**src/rtl/rxd_pkg.sv**
```systemverilog
package rxd_pkg;
  // status word bit positions (fixed by the descriptor format)
  localparam int ST_EMPTY = 15;
  localparam int ST_SWA   = 14;
  localparam int ST_WRAP  = 13;
  localparam int ST_SWB   = 12;
  localparam int ST_LAST  = 11;
  localparam int ST_MISS  = 8;
  localparam int ST_BCAST = 7;
  localparam int ST_MCAST = 6;
  localparam int ST_LONG  = 5;
  localparam int ST_ODD   = 4;
  localparam int ST_CRC   = 2;
  localparam int ST_OVR   = 1;
  localparam int ST_TRUNC = 0;
  localparam int STAT_W   = 16;
  localparam int MAC_W    = 48;
  localparam int GROUP_BIT = 40;

  typedef struct packed {
    logic             last;
    logic [MAC_W-1:0] dest;
    logic             odd;
    logic             crc;
    logic             ovr;
    logic             hit;
  } frm_evt_t;
endpackage

```
**src/rtl/rxd_status_build.sv**
```systemverilog
module rxd_status_build
  import rxd_pkg::*;
#(
  parameter int LEN_W       = 16,
  parameter int TRUNC_LIMIT = 2047
) (
  input  frm_evt_t            evt,
  input  logic [LEN_W-1:0]    len,
  input  logic [LEN_W-1:0]    buf_size,
  input  logic [LEN_W-1:0]    max_len,
  input  logic                promisc,
  input  logic [2:0]          keep_bits,
  output logic [STAT_W-1:0]   status,
  output logic [LEN_W-1:0]    length
);
  localparam logic [LEN_W-1:0] TRUNC_L = LEN_W'(TRUNC_LIMIT);

  logic bcast, mcast, miss, too_long, trunc, odd_err, crc_err;

  always_comb begin
    bcast    = &evt.dest;
    mcast    = evt.dest[GROUP_BIT] & ~bcast;
    trunc    = len > TRUNC_L;
    miss     = promisc & ~evt.hit & ~evt.ovr;
    too_long = (len > max_len) & ~evt.ovr;
    odd_err  = evt.odd & evt.crc & ~evt.ovr;
    crc_err  = ~evt.odd & evt.crc & ~evt.ovr;
  end

  always_comb begin
    status          = '0;
    status[ST_SWA]  = keep_bits[2];
    status[ST_WRAP] = keep_bits[1];
    status[ST_SWB]  = keep_bits[0];
    length          = buf_size;
    if (evt.last) begin
      status[ST_LAST]  = 1'b1;
      status[ST_BCAST] = bcast;
      status[ST_MCAST] = mcast;
      status[ST_TRUNC] = trunc;
      status[ST_OVR]   = evt.ovr;
      status[ST_MISS]  = miss;
      status[ST_LONG]  = too_long;
      status[ST_ODD]   = odd_err;
      status[ST_CRC]   = crc_err;
      length           = len;
    end
  end
endmodule

```
**src/rtl/rxd_ptr_unit.sv**
```systemverilog
module rxd_ptr_unit #(
  parameter int ADDR_W     = 32,
  parameter int DESC_BYTES = 8
) (
  input  logic              clk,
  input  logic              rst_n,
  input  logic [ADDR_W-1:0] base,
  input  logic              advance,
  input  logic              wrap,
  output logic [ADDR_W-1:0] ptr,
  output logic              ptr_ok
);
  localparam logic [ADDR_W-1:0] STEP = ADDR_W'(DESC_BYTES);

  logic [ADDR_W-1:0] ptr_nx;
  logic              ptr_en;

  always_comb begin
    ptr_en = ~ptr_ok | advance;
    if (!ptr_ok || wrap) ptr_nx = base;
    else                 ptr_nx = ptr + STEP;
  end

  always_ff @(posedge clk or negedge rst_n) begin
    if (!rst_n) begin
      ptr    <= '0;
      ptr_ok <= 1'b0;
    end else begin
      ptr_ok <= 1'b1;
      if (ptr_en) ptr <= ptr_nx;
    end
  end
endmodule

```
**src/rtl/rxd_wr_port.sv**
```systemverilog
module rxd_wr_port #(
  parameter int ADDR_W = 32,
  parameter int LEN_W  = 16,
  parameter int STAT_W = 16
) (
  input  logic              clk,
  input  logic              rst_n,
  input  logic              capture,
  input  logic [ADDR_W-1:0] in_addr,
  input  logic [STAT_W-1:0] in_status,
  input  logic [LEN_W-1:0]  in_length,
  input  logic              ready,
  output logic              valid,
  output logic              done,
  output logic [ADDR_W-1:0] addr,
  output logic [STAT_W-1:0] status,
  output logic [LEN_W-1:0]  length
);
  logic valid_nx;

  always_comb begin
    done     = valid & ready;
    valid_nx = valid;
    if (capture)   valid_nx = 1'b1;
    else if (done) valid_nx = 1'b0;
  end

  always_ff @(posedge clk or negedge rst_n) begin
    if (!rst_n) valid <= 1'b0;
    else        valid <= valid_nx;
  end

  always_ff @(posedge clk or negedge rst_n) begin
    if (!rst_n) begin
      addr   <= '0;
      status <= '0;
      length <= '0;
    end else if (capture) begin
      addr   <= in_addr;
      status <= in_status;
      length <= in_length;
    end
  end
endmodule

```
**src/rtl/rx_desc_closer.sv**
```systemverilog
module rx_desc_closer
  import rxd_pkg::*;
#(
  parameter int ADDR_W      = 32,
  parameter int LEN_W       = 16,
  parameter int DESC_BYTES  = 8,
  parameter int TRUNC_LIMIT = 2047
) (
  input  logic              clk,
  input  logic              rst_n,
  input  logic [ADDR_W-1:0] cfg_ring_base,
  input  logic [LEN_W-1:0]  cfg_buf_size,
  input  logic [LEN_W-1:0]  cfg_max_len,
  input  logic              cfg_promisc,
  input  logic [2:0]        desc_cur_bits,
  input  logic              ev_valid,
  output logic              ev_ready,
  input  logic              ev_last,
  input  logic [47:0]       ev_dest,
  input  logic [LEN_W-1:0]  ev_len,
  input  logic              ev_odd_bits,
  input  logic              ev_crc_bad,
  input  logic              ev_overrun,
  input  logic              ev_addr_hit,
  output logic              wr_valid,
  input  logic              wr_ready,
  output logic [ADDR_W-1:0] wr_addr,
  output logic [15:0]       wr_status,
  output logic [LEN_W-1:0]  wr_length,
  output logic [ADDR_W-1:0] desc_ptr
);
  frm_evt_t          evt;
  logic [STAT_W-1:0] st_new;
  logic [LEN_W-1:0]  len_new;
  logic              ptr_ok, capture, wr_done;

  always_comb begin
    evt.last = ev_last;
    evt.dest = ev_dest;
    evt.odd  = ev_odd_bits;
    evt.crc  = ev_crc_bad;
    evt.ovr  = ev_overrun;
    evt.hit  = ev_addr_hit;
    ev_ready = ptr_ok & ~wr_valid;
    capture  = ev_valid & ev_ready;
  end

  rxd_status_build #(.LEN_W(LEN_W), .TRUNC_LIMIT(TRUNC_LIMIT)) build_i (
    .evt(evt), .len(ev_len), .buf_size(cfg_buf_size), .max_len(cfg_max_len),
    .promisc(cfg_promisc), .keep_bits(desc_cur_bits),
    .status(st_new), .length(len_new)
  );

  rxd_wr_port #(.ADDR_W(ADDR_W), .LEN_W(LEN_W), .STAT_W(STAT_W)) port_i (
    .clk(clk), .rst_n(rst_n), .capture(capture), .in_addr(desc_ptr),
    .in_status(st_new), .in_length(len_new), .ready(wr_ready),
    .valid(wr_valid), .done(wr_done), .addr(wr_addr),
    .status(wr_status), .length(wr_length)
  );

  rxd_ptr_unit #(.ADDR_W(ADDR_W), .DESC_BYTES(DESC_BYTES)) ptr_i (
    .clk(clk), .rst_n(rst_n), .base(cfg_ring_base), .advance(wr_done),
    .wrap(wr_status[ST_WRAP]), .ptr(desc_ptr), .ptr_ok(ptr_ok)
  );
endmodule

```
**config.mk**
```make
export PLATFORM = sky130hd
export DESIGN_NAME = rx_desc_closer
export DESIGN_NICKNAME = d
export VERILOG_FILES = /design/src/rtl/rxd_pkg.sv /design/src/rtl/rxd_status_build.sv /design/src/rtl/rxd_ptr_unit.sv /design/src/rtl/rxd_wr_port.sv /design/src/rtl/rx_desc_closer.sv
export SDC_FILE = /design/constraint.sdc
export NUM_CORES = 1
export LEC_CHECK = 0
export ABC_AREA = 1
export ABC_CLOCK_PERIOD_IN_PS = 1800
export BUFFER_PORTS_ARGS = -buffer_cell sky130_fd_sc_hd__buf_2
export CAP_MARGIN = 5
export CORE_MARGIN = 4
export CORE_UTILIZATION = 49
export DETAILED_ROUTE_END_ITERATION = 7
export GPL_TIMING_DRIVEN = 0
export PLACE_DENSITY = 0.77
export SETUP_SLACK_MARGIN = 0.02
export SYNTH_ARGS = -nofsm -noshare
export SYNTH_HDL_FRONTEND = slang
export SYNTH_HIERARCHICAL = 1
export SYNTH_SLANG_ARGS = --single-unit
```
**constraint.sdc**
```tcl
create_clock -name clk -period 1.8 [get_ports clk]
set_clock_uncertainty 0.05 [all_clocks]
set_input_delay 0.36 -clock clk [delete_from_list [all_inputs] [get_ports clk]]
set_output_delay 0.36 -clock clk [all_outputs]
set_load 0.05 [all_outputs]
```
; Word-level counts from Yosys, hierarchy flattened
; Cells that the tools add are included.
[word_totals]
inputBits = 141
regBits = 94
wordCells = 38
[classes]
n_addsub = 1
mux = 7
bitwise = 18
reduce_logical = 4
order_cmp = 2
[ops]
columns = operator, count
row1 = AND reduction 48 bit, 1
row2 = "adder 32 x 4 -> 32 bit, second input constant", 1
row3 = 2-to-1 mux 32 bit, 1
row4 = "greater-than comparator 16 x 11 -> 1 bit, second input constant", 1
row5 = greater-than comparator 16 bit, 1
row6 = 2-to-1 mux 16 bit, 1
row7 = AND 1 bit, 11
row8 = NOT 1 bit, 6
row9 = 2-to-1 mux 5 bit, 1
row10 = 2-to-1 mux 1 bit, 3
row11 = 2-to-1 mux 3 bit, 1
row12 = nonzero test 2 bit, 1
row13 = logical NOT 1 bit, 1
row14 = logical OR 1 bit, 1
row15 = bitwise OR 1 bit, 1

; Longest topological paths before layout
; Gate-level depths: netlist (run 1).
[logic_depth]
word_depth = 4
ltp_mapped = 13

; Hierarchy
; The synthesis (run 1) kept the hierarchy.
[modules_own_cells]
columns = module, seq_area_each_um2, n_inst, area_each_um2, cells_per_inst
row1 = rxd_wr_port, 1626.6, 1, 2526.2, 277
row2 = rxd_ptr_unit, 825.8, 1, 2323.5, 347
row3 = rxd_status_build, 0.0, 1, 968.4, 180
row4 = rx_desc_closer, 0.0, 1, 23.8, 5

; Worst setup path after synthesis (run 1)
; Ideal clock, no wire load.
[synth_timing]
kind = register -> register
from = register ptr_i.ptr[3]
to = register ptr_i.ptr[25]
required_time_ps = 1632
stages_incl_launch_ff = 11
path_slack_ps = -72
arrival_ps = 1704
period_less_slack_ps = 1872
cell_sequence = dfrtp_1 -> ha_1 -> nand2_1 -> nor2_4 -> nand2_1 -> nor2_2 -> nand2_1 -> nand2_1 -> nand3_1 -> nand2_1 -> nand2_1
[synth_via]
elab_chain_cells = 2
[synth_rtl]
columns = item, line_no
row1 = from (decl), rxd_ptr_unit.sv:10  ; output logic [ADDR_W-1:0] ptr,
row2 = from (signal assigned), rxd_ptr_unit.sv:30  ; if (ptr_en) ptr <= ptr_nx;
row3 = adder 32 x 4 -> 32 bit, rxd_ptr_unit.sv:21  ; else ptr_nx = ptr + STEP;
row4 = 2-to-1 mux 32 bit, rxd_ptr_unit.sv:20  ; if (!ptr_ok || wrap) ptr_nx = base;
; Every way passes these cells.
; A chain may end at the register's enable or synchronous reset.

; Worst setup path after layout (run 1)
[layout_timing]
from = register ptr_i.ptr_ok
to = register ptr_i.ptr[10]
[layout_via]
elab_chain_cells = 3
elab_cells_between_ends = 5
[layout_rtl]
columns = item, line_no
row1 = from (decl), rxd_ptr_unit.sv:11  ; output logic ptr_ok
row2 = from (signal assigned), rxd_ptr_unit.sv:27  ; ptr_ok <= 1'b0;
row3 = from (signal assigned), rxd_ptr_unit.sv:29  ; ptr_ok <= 1'b1;
row4 = logical NOT 1 bit, rxd_ptr_unit.sv:20
row5 = logical OR 1 bit, rxd_ptr_unit.sv:20
row6 = 2-to-1 mux 32 bit, rxd_ptr_unit.sv:20
; Parallel ways exist; a longest one is shown, timed or not.

==> results of run 1 <==
-- stage by stage --
stage          setup TNS (ns)  setup slack [ns]   util
6_report                    0             0.144  0.658
5_1_grt                     0            0.0117  0.658
4_1_cts                     0             0.134  0.656
3_5_place_dp                0             0.144  0.626
3_3_place_gp           -69.80            -0.888  0.623
2_1_floorplan               0            0.0889      -
-- what timing repair did --
item / in CTS / in global routing
buffers inserted: 0 / 1
hold endpoints to repair: 33 / 0
resized for setup: 0 / 2
setup endpoints to repair: 0 / 2
hold buffers: 1 / 0
-- final cells by class --
class / count / area [um2]
Inverter: 71 / 269
Clock inverter: 6 / 113
Multi-Input combinational cell: 609 / 2860
Fill cell: 1056 / 3960
Sequential cell: 98 / 2450
Buffer: 34 / 280
Clock buffer: 10 / 229
Tap cell: 143 / 179
Timing Repair Buffer: 237 / 1220
-- power breakdown --
part	switching [W]	internal [W]	leakage [nW]
clock	0.000838	0.00137	0.167
combinational	0.00254	0.000819	2.99
sequential	0.000377	0.00263	1.22
-- worst reg2reg max path, delay by kind of cell, from the launching register on --
kind	cells	cell delay (ns)
compound gates	1	0.10
buf+inv	2	0.52
flops	1	0.39
simple gates	3	0.47
-- cells in the final DEF, fill, tap and decap left out, types with 4 or more instances in the layout --
cell type  count
a211oi_1       4
a21oi_1        9
buf_2        243
buf_4         12
buf_6         11
clkbuf_16      9
conb_1         5
dfrtp_1       96
ha_1          17
inv_1         63
inv_2          6
nand2_1      394
nand2_2        5
nand3_1       34
nand4_1       12
nor2_1        54
nor2_2        10
nor2_4        14
nor3_1         6
o211ai_1       6
o21ai_0       14
-- cell families after synthesis --
kind of cell,count (synthesis),synth area share
AND/OR/NAND/NOR,542,0.399
adder cells (fa/ha/maj),17,0.0364
other,2,0.00129
flip-flops,98,0.420
AO/OA/AOI/OAI,44,0.0478
buffers and inverters,105,0.0940
XOR/XNOR,1,0.00150
-- synth_stat cells, drive strengths merged --
master  instances
nand2         402
dfrtp          98
nor2           78
inv            70
nand3          35
buf            31
ha             17
o21ai          17
nand4          15
a21oi           9
nor3            8
a211oi          6
o211ai          6
clkbuf          3
conb            2
o22ai           2
or2             2
a21boi          1
a21o            1
clkinv          1
nand3b          1
nor2b           1
o311ai          1
o41ai           1
xnor2           1
-- registers in the layout (all words and copies together) (netlist names) --
signal and cells:
port_i/length 16, ptr_i/ptr 32, port_i/valid 1, port_i/status 16, ptr_i/ptr_ok 1, port_i/addr 32
-- worst max path at each step --
stage                     cells past startpoint    startpoint  slack [ns]                to
after floorplan                               9  ptr_i/ptr[5]        0.09     ptr_i/ptr[25]
after global placement                        1         rst_n       -0.89      ptr_i/ptr[3]
after detailed placement                     10    ev_len[15]        0.14  port_i/status[5]
after CTS                                    10  ptr_i/ptr[3]        0.13     ptr_i/ptr[25]
after global routing                         10  ptr_i/ptr[3]        0.01     ptr_i/ptr[25]
final                                         6  ptr_i/ptr_ok        0.14     ptr_i/ptr[10]
-- routing by layer --
metal	global-route usage	vias to the layer above	routed length (um)
li1	-	3002	-
met2	0.406	227	8080
met3	0.0499	28	1460
met4	0.0787	0	353
met5	0	-	0
met1	0.328	2632	7180
==> metrics.md, run 1 <==
| Metric | Value |
|---|---|
| Chip width | `117 um` |
| Clock latency on the worst-skew pair | `0.34 ns` |
| F_max | `0.604 GHz` |
| Synth Instances | `809` |
| Leakage | `4.38 nW` |
| Max rail drop VDD | `0.000560 V` |
| Vias in the first global route | `5548` |
| Vias/cell | `4.88` |
| Least-Margin Pin Slew | `0.594 ns` |
| Nets | `1218` |
| R2R setup slack | `0.14 ns` |
| Mapped cell area | `0.00584 mm2` |
| PortBufs | `234` |
| First-pass GRT wire length | `26.7 mm` |
| Post-DRT Antenna Nets | `0` |
| Critical path type | `reg2reg` |
| DR vias | `5889` |
| Critical path required time | `1.96 ns` |
| Initial Utilization | `0.505` |
| Max-cap violations | `0` |
| Core ar. | `0.0116 mm2` |
| Fin crit period | `1.66 ns` |
| CP bufs+invs | `2` |
| Final hold viol count | `0` |
| Top cells by area, synth | `dfrtp_1, nand2_1, inv_1` |
| Worst hold stages | `3` |
| Number of synthesis warnings | `6` |
| Max Fanout on Critical Path | `9` |
| Cell taking the most area after synthesis | `dfrtp_1` |
| Synth top area share | `0.420` |
| Status | `finished clean` |
| Tightest Hold Check Type | `in2reg` |
| Synth Register Bits | `98` |
| Clk slew on worst S/H paths | `0.07 ns` |
| DP HPWL | `13.4 mm` |
| Syn_area_per_cell | `7.22 um2` |
| Period utilization | `0.920` |
| R2r startpoint | `ptr_i/ptr_ok` |
| Worst Setup End Kind | `register` |
| CP Cell Sequence | `inv_1 > nor2_4 > nand2_1 > clkinv_1 > nand3_1 > o211ai_1` |
| Hold Path End | `port_i/status[14]` |
| Worst path max stage delay | `0.39 ns` |
| Global Route Usage Sum | `0.247` |
| RR Endpoint | `ptr_i/ptr[10]` |
| Total power per unit cell area | `1130 mW/mm2` |
| Clk sinks | `98` |
| Max Buffers Root-to-Sink | `2` |
| Final setup fails | `0` |
| DRC | `0` |
| Seq/Total Area, Yosys | `0.420` |
| Slew Viols, Final | `0` |
| Netlist cell types | `42` |
| Die Height | `117 um` |
| CTS H-tree lvls | `3` |
| Hold Worst Slack | `0.164 ns` |
| DRT iter0 DRCs | `382` |
| DR pass1 iterations | `5` |
| Clk root buf | `clkbuf_16` |
| RSZ-0062 raised after global routing | `yes` |
| Hold Crit Start | `desc_cur_bits[2]` |
| Initial antenna violation count | `0` |
| Fin area | `0.00760 mm2` |
| Startpoint type of the worst setup path | `register` |
| DIE AREA | `0.0137 mm2` |
| Final Wtd Congestion | `0.924` |
| Gr ovfl total | `0` |
| Worst R2R Path Depth | `6` |
| Wire per inst | `14.1 um` |
| Top Family by Delay on Critical Path | `buffers and inverters` |
| CTS tree | `done` |
| Io pins | `239` |
| Placed Cells | `1190` |
| Synth-to-layout area growth | `30.2%` |
| # diodes | `0` |
| Layout cells sized above 1 | `0.314` |
| FP Rows | `39` |
| Crit-path slowest cell | `dfrtp_1` |
| Largest net degree at the start of global routing | `66` |
| Rel. slew slack | `0.604` |
| Arr. time, crit path | `1.82 ns` |
| Power, Total | `0.00857 W` |
| Num CTS Buffers | `9` |
| Final wirelength | `17.1 mm` |
| Final Non-Filler Cells | `1208` |
| Cell Area, Placed | `0.00724 mm2` |
Power figures use the tool's default switching activity.
==> run 2, diff against run 1 <==
--- a/config.mk
+++ b/config.mk
@@ -9,6 +9,7 @@
 export ABC_CLOCK_PERIOD_IN_PS = 1800
 export BUFFER_PORTS_ARGS = -buffer_cell sky130_fd_sc_hd__buf_2
 export CAP_MARGIN = 5
+export CORE_ASPECT_RATIO = 0.75
 export CORE_MARGIN = 4
 export CORE_UTILIZATION = 49
 export DETAILED_ROUTE_END_ITERATION = 7
==> run 2 against run 1 <==
  * Sequential share of layout area rose by 0.074 points
  * Non-clock buffer count decreased by 2
  * Largest power group unchanged
  * Global-route usage increased by 1.0 points
  * The flow now finishes with violations (hold timing)
  * Routed wire length up 7.3%
  * Cell count increased by 1.4%
  * Combinational power about the same
  * Count of clock-buffer cells in the layout is the same
  * Critical path type unchanged
  * Worst setup slack better by 0.014 ns
  * Sequential power is 1% higher
  * Clock power decreased by 6%
  * Critical path depth grew 4
  * Worst hold slack got worse by 0.18 ns
==> metrics.md, run 2 (synthesized netlist as in run 1, its figures left out) <==
| Metric | Value |
|---|---|
| Period utilization | `0.912 (-0.00795)` |
| Clk slew on worst S/H paths | `0.07 ns (about the same)` |
| Final wirelength | `18.3 mm (+7.3%)` |
| PortBufs | `234 (unchanged)` |
| DIE AREA | `0.0138 mm2 (+0.13%)` |
| # diodes | `0 (unchanged)` |
| Core ar. | `0.0116 mm2 (+0.42%)` |
| Status | `finished, violations left` |
| Initial Utilization | `0.503 (-0.00212)` |
| DRC | `0 (unchanged)` |
| Max Fanout on Critical Path | `6 (-3)` |
| CTS H-tree lvls | `3 (unchanged)` |
| CP Launch Point | `ptr_i/ptr[3]` |
| Chip width | `134 um (+14%)` |
| Final setup fails | `0 (unchanged)` |
| Vias/cell | `4.94 (+1.4%)` |
| Post-DRT Antenna Nets | `0 (unchanged)` |
| Die Height | `103 um (-12%)` |
| Least-Margin Pin Slew | `0.669 ns (+0.0749 ns)` |
| Worst Setup End Kind | `register` |
| Final Non-Filler Cells | `1225 (+1.4%)` |
| Clock latency on the worst-skew pair | `0.34 ns (about the same)` |
| Synth-to-layout area growth | `29.9%` |
| First-pass GRT wire length | `27.7 mm (+3.8%)` |
| R2r startpoint | `ptr_i/ptr[3]` |
| FP Rows | `34 (-13%)` |
| Leakage | `4.35 nW (-0.60%)` |
| DRT iter0 DRCs | `468 (+23%)` |
| Commonest cells after routing, fill and taps aside | `nand2_1, buf_2, dfrtp_1, inv_1, nor2_1` |
| Gr ovfl total | `0 (unchanged)` |
| Hold Worst Slack | `-0.0185 ns (-0.182 ns)` |
| Critical path required time | `1.98 ns (+0.02 ns)` |
| RSZ-0062 raised after global routing | `no` |
| Placed Cells | `1209 (+1.6%)` |
| Fillcell total | `1073 (+1.6%)` |
| Largest net degree at the start of global routing | `51 (-23%)` |
| Power, Total | `0.00849 W (-0.93%)` |
| Max-cap violations | `0 (unchanged)` |
| Post-Place Setup Slack | `0.0946 ns (-0.0495 ns)` |
| Nets | `1216 (-0.16%)` |
| Wire per inst | `15.0 um (+5.8%)` |
| Max rail drop VDD | `0.000863 V (+54%)` |
| Num CTS Buffers | `9 (unchanged)` |
| Startpoint type of the worst setup path | `register` |
| Clk sinks | `98 (unchanged)` |
| Arr. time, crit path | `1.83 ns (about the same)` |
| Critical path type | `reg2reg` |
| Initial antenna violation count | `0 (unchanged)` |
| Vias in the first global route | `5458 (-1.6%)` |
| Post-CTS Hold Buffers | `0 (-1)` |
| DR vias | `6054 (+2.8%)` |
| Total power per unit cell area | `1120 mW/mm2 (-0.70%)` |
| Global Route Usage Sum | `0.257 (+0.0105)` |
| Post-route setup slack | `0.159 ns (+0.0143 ns)` |
| DR pass1 iterations | `5 (unchanged)` |
| Slew Viols, Final | `0 (unchanged)` |
| Final hold viol count | `5 (+5)` |
| Worst R2R Path Depth | `10 (+4)` |
| Layout cells sized above 1 | `0.314 (+0.000590)` |
| Rel. slew slack | `0.554 (-0.0500)` |
| Fin crit period | `1.64 ns (-0.0143 ns)` |
| Clk root buf | `clkbuf_16` |
| Final Wtd Congestion | `0.978 (+5.8%)` |
| F_max | `0.609 GHz (+0.87%)` |
| Violated checks | `hold timing` |
| Largest regs | `port_i/addr (32), ptr_i/ptr (32)` |
| CTS tree | `done` |
| Max Buffers Root-to-Sink | `2 (unchanged)` |
| Tightest Hold Check Type | `in2async` |
| Commonest non-fill, non-tap cell in the layout | `nand2_1` |
| Io pins | `239 (unchanged)` |
| DP HPWL | `14.5 mm (+8.4%)` |
run 2: metrics by stage:
| stage | area, um2 | hold WS [ns] | TNS [ns] | utilization |
|---|---|---|---|---|
| 3_3_place_gp | 7230 | 0.399 | -73.26 | 0.622 |
| 3_5_place_dp | 7260 | 0.376 | 0 | 0.625 |
| 5_1_grt | 7590 | 0.0293 | 0 | 0.653 |
| 4_1_cts | 7580 | 0.00571 | 0 | 0.653 |
| 2_1_floorplan | 5860 | 0.0144 | 0 | - |
| 6_report | 7590 | -0.0185 | 0 | 0.653 |
run 2: where the power goes:
| part | total [W] | switching, W | internal [W] | leakage (nW) |
|---|---|---|---|---|
| Clock | 0.00206 | 0.000838 | 0.00122 | 0.153 |
| Sequential | 0.00305 | 0.000422 | 0.00263 | 1.22 |
| Combinational | 0.00338 | 0.00256 | 0.000815 | 2.98 |
run 2: worst paths after layout:
path / slack [ns] / to
hold reg to reg: 0.42 / port_i/status[15]
hold / removal: -0.02 / port_i/addr[27]
setup reg to reg: 0.16 / ptr_i/ptr[25]
max in group asynchronous: 1.05 / port_i/length[0]
setup / recovery: 0.16 / ptr_i/ptr[25]
min in group clk: 0.17 / port_i/status[13]
run 2: what timing repair did:
item | 4_1_cts | 5_1_grt
setup buffers | 0 | 0
resized for setup | 0 | 2
setup endpoints to repair | 0 | 8
run 2: worst max-delay path, stage by stage (launching register included):
cell and delay [ns]:
dfrtp_2 0.41, ha_1 0.18, nand2_1 0.12, nor2_4 0.18, nand2_1 0.12, nor2_2 0.17
nand2_1 0.07, nand2_1 0.05, nand3_1 0.07, nand2_1 0.07, nand2_1 0.05
run 2: area by class of cell:
class,count,area (um2),area share
flip-flops and latches,98,2450,0.324
clock inverters,6,90.1,0.0119
repair buffers,235,1200,0.158
well taps,162,203,0.0267
inverters,71,273,0.0359
multi-input cells,609,2860,0.376
clock buffers,10,229,0.0302
plain buffers,34,280,0.0369
run 2: per-layer routing:
metal	wire length (um)	part of all wire	global-route usage	vias up
met2	8250	0.45	0.407	279
met5	0	0	0	-
met3	1720	0.094	0.0654	21
met1	8100	0.44	0.363	2752
met4	255	0.014	0.0579	0
li1	-	-	-	3002
